## config.mk

```make
export PLATFORM = sky130hd
export DESIGN_NAME = phacc_synth
export DESIGN_NICKNAME = d
export VERILOG_FILES = /design/src/rtl/phacc_pkg.sv /design/src/rtl/phacc_lfsr.sv /design/src/rtl/phacc_shaper.sv /design/src/rtl/phacc_core.sv /design/src/rtl/phacc_synth.sv
export SDC_FILE = /design/constraint.sdc
export NUM_CORES = 1
export LEC_CHECK = 0
export CAP_MARGIN = 20
export CELL_PAD_IN_SITES_DETAIL_PLACEMENT = 1
export CELL_PAD_IN_SITES_GLOBAL_PLACEMENT = 1
export CORE_MARGIN = 5
export CORE_UTILIZATION = 52
export CTS_CLUSTER_DIAMETER = 30
export CTS_CLUSTER_SIZE = 12
export DETAILED_ROUTE_END_ITERATION = 7
export DONT_BUFFER_PORTS = 1
export PLACE_DENSITY_LB_ADDON = 0.1
export SETUP_SLACK_MARGIN = 0.05
export SYNTH_ARGS = -nofsm -noshare
export SYNTH_HDL_FRONTEND = slang
export SYNTH_HIERARCHICAL = 1
export SYNTH_SLANG_ARGS = --single-unit
```

## constraint.sdc

```tcl
create_clock -name clk -period 8.09 [get_ports clk]
set_input_delay 1.618 -clock clk [delete_from_list [all_inputs] [get_ports clk]]
set_output_delay 1.618 -clock clk [all_outputs]
set_load 0.005 [all_outputs]
```

## src/rtl/phacc_pkg.sv

```systemverilog
package phacc_pkg;

  typedef enum logic [1:0] {
    MODE_PLAIN = 2'b00,
    MODE_PHASE = 2'b01,
    MODE_FREQ  = 2'b10,
    MODE_SPARE = 2'b11
  } dith_mode_e;

  // Feedback masks for maximal-length shift registers (bit i set = stage i+1 tapped)
  function automatic logic [63:0] lfsr_mask(input int w);
    case (w)
      16:      return 64'h0000_D008;
      18:      return 64'h0002_0400;
      20:      return 64'h0009_0000;
      24:      return 64'h00E1_0000;
      32:      return 64'h8020_0003;
      default: return (64'h1 << (w - 1)) | (64'h1 << (w - 2));
    endcase
  endfunction

endpackage

```

## src/rtl/phacc_lfsr.sv

```systemverilog
module phacc_lfsr #(
  parameter int W    = 16,
  parameter int SEED = 1
) (
  input  logic         clk,
  input  logic         rst,
  output logic [W-1:0] state_o
);
  import phacc_pkg::*;

  localparam logic [63:0]  MASK64  = lfsr_mask(W);
  localparam logic [W-1:0] MASK    = MASK64[W-1:0];
  localparam logic [W-1:0] SEED_W  = W'(SEED);
  localparam logic [W-1:0] SEED_NZ = (SEED_W == '0) ? W'(1) : SEED_W;

  always_ff @(posedge clk) begin
    if (rst) state_o <= SEED_NZ;
    else     state_o <= {state_o[W-2:0], ^(state_o & MASK)};
  end
endmodule

```

## src/rtl/phacc_shaper.sv

```systemverilog
module phacc_shaper #(
  parameter int RW = 4
) (
  input  logic                 clk,
  input  logic                 rst,
  input  logic                 en_i,
  input  logic [RW-1:0]        r_i,
  output logic signed [RW:0]   d_o
);
  logic [RW-1:0] prev_q;

  // previous sample is zero whenever the shaped dither is idle
  always_ff @(posedge clk) begin
    if (rst) prev_q <= '0;
    else     prev_q <= en_i ? r_i : '0;
  end

  always_comb begin
    if (en_i) d_o = $signed({1'b0, r_i}) - $signed({1'b0, prev_q});
    else      d_o = '0;
  end
endmodule

```

## src/rtl/phacc_core.sv

```systemverilog
module phacc_core #(
  parameter int N = 8
) (
  input  logic         clk,
  input  logic         rst,
  input  logic [N-1:0] inc_i,
  input  logic         ph_en_i,
  input  logic [N-1:0] ph_rand_i,
  output logic [N-1:0] acc_o,
  output logic         ovf_o,
  output logic         sq_o
);
  logic         tog_q;
  logic [N:0]   sum;
  logic         tog_n;
  logic [N:0]   phase_n;
  logic [N:0]   dith_sum;
  logic         sq_n;

  always_comb begin
    sum      = {1'b0, acc_o} + {1'b0, inc_i};
    tog_n    = tog_q ^ sum[N];
    phase_n  = {tog_n, sum[N-1:0]};
    dith_sum = phase_n + {1'b0, ph_rand_i};
    sq_n     = ph_en_i ? dith_sum[N] : tog_n;
  end

  always_ff @(posedge clk) begin
    if (rst) begin
      acc_o <= '0;
      tog_q <= 1'b0;
      ovf_o <= 1'b0;
      sq_o  <= 1'b0;
    end else begin
      acc_o <= sum[N-1:0];
      tog_q <= tog_n;
      ovf_o <= sum[N];
      sq_o  <= sq_n;
    end
  end
endmodule

```

## src/rtl/phacc_synth.sv

```systemverilog
module phacc_synth #(
  parameter int ACC_W  = 8,
  parameter int FD_W   = 4,
  parameter int LFSR_W = 16,
  parameter int SEED   = 16'hACE1
) (
  input  logic             clk,
  input  logic             rst,
  input  logic [ACC_W-1:0] fcw_i,
  input  logic [1:0]       mode_i,
  input  logic             dith_en_i,
  output logic             sq_o,
  output logic             ovf_o,
  output logic [ACC_W-1:0] acc_o
);
  import phacc_pkg::*;

  localparam int EXT_W = ACC_W + 2;
  localparam int SGN_W = EXT_W - (FD_W + 1);

  dith_mode_e          mode_eff;
  logic                ph_act;
  logic                fq_act;
  logic [LFSR_W-1:0]   rnd;
  logic signed [FD_W:0] diff;
  logic [EXT_W-1:0]    inc_full;
  logic [ACC_W-1:0]    inc;

  always_comb begin
    mode_eff = dith_en_i ? dith_mode_e'(mode_i) : MODE_PLAIN;
    ph_act   = (mode_eff == MODE_PHASE);
    fq_act   = (mode_eff == MODE_FREQ);
  end

  phacc_lfsr #(.W(LFSR_W), .SEED(SEED)) u_lfsr (
    .clk     (clk),
    .rst     (rst),
    .state_o (rnd)
  );

  phacc_shaper #(.RW(FD_W)) u_shaper (
    .clk  (clk),
    .rst  (rst),
    .en_i (fq_act),
    .r_i  (rnd[LFSR_W-1 -: FD_W]),
    .d_o  (diff)
  );

  always_comb begin
    inc_full = {2'b00, fcw_i} + {{SGN_W{diff[FD_W]}}, diff};
    inc      = inc_full[ACC_W-1:0];
  end

  phacc_core #(.N(ACC_W)) u_core (
    .clk       (clk),
    .rst       (rst),
    .inc_i     (inc),
    .ph_en_i   (ph_act),
    .ph_rand_i (rnd[ACC_W-1:0]),
    .acc_o     (acc_o),
    .ovf_o     (ovf_o),
    .sq_o      (sq_o)
  );
endmodule

```

==> impl_results.md <==
- CP endpoint kind: flip-flop
- Layout area overhead: 7.73%
- Critical-path top delay cell: a211oi_1
- Final nets: 242
- Remaining Overflow, GRT: 0
- Drt pass-1 iters: 4
- RSZ-0062 raised after global routing: false
- Vias in the first global route: 1502
- Final Instance Area: 2060 sq um
- Core area: 3610 sq um
- Delay-heaviest family, CP: compound AO/OA/AOI/OAI gates
- Peak VDD IR: 0.182 mV
- Cell Chain, Critical Path: and3b_1 -> nor2b_1 -> ha_1 -> a211oi_1 -> o21ai_0 -> xor2_1 -> ha_1 -> o211ai_1 -> o21ai_2 -> xor2_1 -> ha_1 -> nand2_1 -> o21ai_0 -> and2_1 -> nor4_1 -> nor3b_1
- Multiplexer area fraction after synthesis: 0.524%
- Full die area: 4980 sq um
- CTS max path bufs: 2
- Total power: 0.607 mW
- Post-synthesis register bit count: 31
- Fin crit share: 63.0%
- DRC viols: 0
- Max_cap viols: 0
- GP Congestion: 0.797
- Cell area after synthesis: 1910 sq um
- Final setup skew: 0.00553 ns
- Top cells by count, synth: dfxtp_1 (31), ha_1 (26), nor2b_1 (20)
- Worst path bufs/invs: 0
- Die width: 70.6 microns
- Top cell by count, worst path: ha_1
- Initial Utilization: 52.9%
- Fmax: 0.196 GHz
- Hold endpoint: u_lfsr/state_o[11]
- Htree depth: 2
- Largest net degree at the start of global routing: 29
- Hold_ws: 0.406 ns
- Total GRT Usage: 18.5%
- Post_cts resized: 0
- Max-slew violations: 0
- CTS clock-pin slew for the worst setup and hold paths: 0.06 ns
- Hpwl dp: 3370 microns
- Vias per inst: 5.64
- Net count after synthesis: 237
- Worst-case reg-to-reg path depth: 20
- Number of antenna diodes: 0
- Global-route wire length before repair: 7170 microns
- Synth top area share: 32.5%
- Routed WL: 4310 microns
- Number of synthesized flops with an enable pin: 0
- Worst R2R Start: u_lfsr/state_o[12]
- Yosys top cell by area: dfxtp_1
- Commonest register cell after synthesis: dfxtp_1
- YS warnings: 6
- Worst Setup Path Type: in2reg
- Vias post-DR: 1399
- Worst reg2reg path endpoint: u_core/sq_o
- Most common cell in the netlist: dfxtp_1
- Final ANT Viol Nets: 0
- Hold path depth: 1
- Register area share after synthesis: 32.5%
- Clock root cell: clkbuf_8
- Placed cell count: 241
- Pwr per Cell Area: 295 nW/um^2
- Required time of the critical path: 8.26 ns
- Post CTS Setup Buffer Count: 0
- CTS Sinks: 31
- Final Hold Fails: 0
- Status: completed
- Fin crit period: 5.10 ns
- CP startpoint kind: input port
- CP Max Fanout: 7
- Clk Latency, worst-skew pair: 0.29 ns
- Routed len/inst: 17.4 microns
- Row count: 22
- Hold Path Origin: u_lfsr/state_o[10]
- Syn Inst Count: 195
- Post-synth cell types: 44
- Dpl cell area: 1950 sq um
- Largest family of logic cells by synthesized area: simple AND/OR/NAND/NOR gates
- Die height: 70.6 microns
- Final non-filler cell total: 248
- Synth Area in XOR/XNOR: 5.96%
- HP Class: reg2reg
- Initial antenna violation count: 0
- Slowest stage delay, CP: 0.42 ns
- Adder-cell area share of the yosys netlist: 20.2%
- Final-report setup violation count: 0
- CP Data Arrival Time: 5.27 ns
- Worst-margin pin slew: 0.430 ns
- Post-Synth Simple-Gate Area: 20.6%
- Mean Syn Cell Area: 9.79 sq um
- Synth Area in Compound Gates: 17.2%
- Number of I/O port buffers: 0
- Setup slack, reg-to-reg: 3.46 ns
- Ys async rst share: 0%
- Share of post-route cells with drive strength above 1: 7.00%
- Top-Level Pins: 23
- Final setup TNS: 0 ns
- Number of buffers created by CTS: 5
- CTS tree: built
- Leading cell types by total area after synthesis: dfxtp_1 (33%), ha_1 (17%), nor2b_1 (6.6%)
- Initial DRC Count: 14
- Slew Limit Headroom: 71.2%
- Leakage power: 0.914 nW
- Cts hold-fix bufs: 0
[cells in the final DEF, fill, tap and decap left out, types with 3 or more instances in the layout]
master    Yosys  layout
inv_1        11      11
nand2_1       7       7
ha_1         26      26
xnor2_1       5       5
xor2_1        8       8
fa_1          3       3
nor2_1        3       3
nand2b_1      4       4
dfxtp_1      31      31
or2_1         7       7
a21oi_1      14      14
nor2b_1      20      20
clkbuf_8      0       5
and2_1        5       5
o211ai_1      5       5
a21o_1        3       3
o21ai_0       5       5
nor3b_1       4       4
[how the worst max path moves through the flow]
| stage | cells after the start | slack, ns | end | start |
|---|---|---|---|---|
| after floorplan | 19 | 3.19 | u_core/sq_o | mode_i[0] |
| after global placement | 16 | 2.91 | u_core/sq_o | mode_i[0] |
| after detailed placement | 16 | 2.73 | u_core/sq_o | mode_i[0] |
| after CTS | 16 | 2.97 | u_core/sq_o | mode_i[0] |
| after global routing | 16 | 2.81 | u_core/sq_o | mode_i[0] |
| final | 16 | 2.99 | u_core/sq_o | mode_i[0] |
[power breakdown]
| group | switching (mW) | total [mW] | internal [mW] |
|---|---|---|---|
| sequential | 0.0214 | 0.202 | 0.180 |
| clock | 0.0565 | 0.147 | 0.0901 |
| combinational | 0.145 | 0.259 | 0.114 |
[metrics by stage]
stage	worst slack [ns]	util, %
global route	2.81	57.0
global placement	2.91	54.2
floorplan	3.19	-
CTS	2.97	57.0
detailed placement	2.73	54.2
finish	2.99	57.0
[state kept, by name, summed over array words and instances, names as in the netlist]
name             count
u_lfsr/state_o      16
u_core/acc_o         8
u_shaper/prev_q      4
u_core/ovf_o         1
u_core/sq_o          1
u_core/tog_q         1
[final cells by class]
class,instances,area (sq um)
multi-input combinational,151,1230
inverter,11,41.3
fill,421,1550
tap,48,60.1
clock inverter,1,30.0
sequential,31,621
clock buffer,6,72.6
[cell families after synthesis]
kind of cell,after synthesis
and+or+nand+nor,62
AOI/OAI and AO/OA,46
DFF,31
adders and majority gates,29
xor gates and xnor gates,13
buffers and inverters,13
muxes,1
[routing by layer]
| metal | vias up | part of all wire, % | track usage [%] |
|---|---|---|---|
| met5 | - | 0 | 0 |
| li1 | 695 | - | - |
| met1 | 664 | 44 | 21.4 |
| met2 | 33 | 49 | 32.0 |
| met4 | 0 | 1.5 | 6.26 |
| met3 | 7 | 5.7 | 6.39 |
No activity file was read; power rests on OpenSTA's default activity.
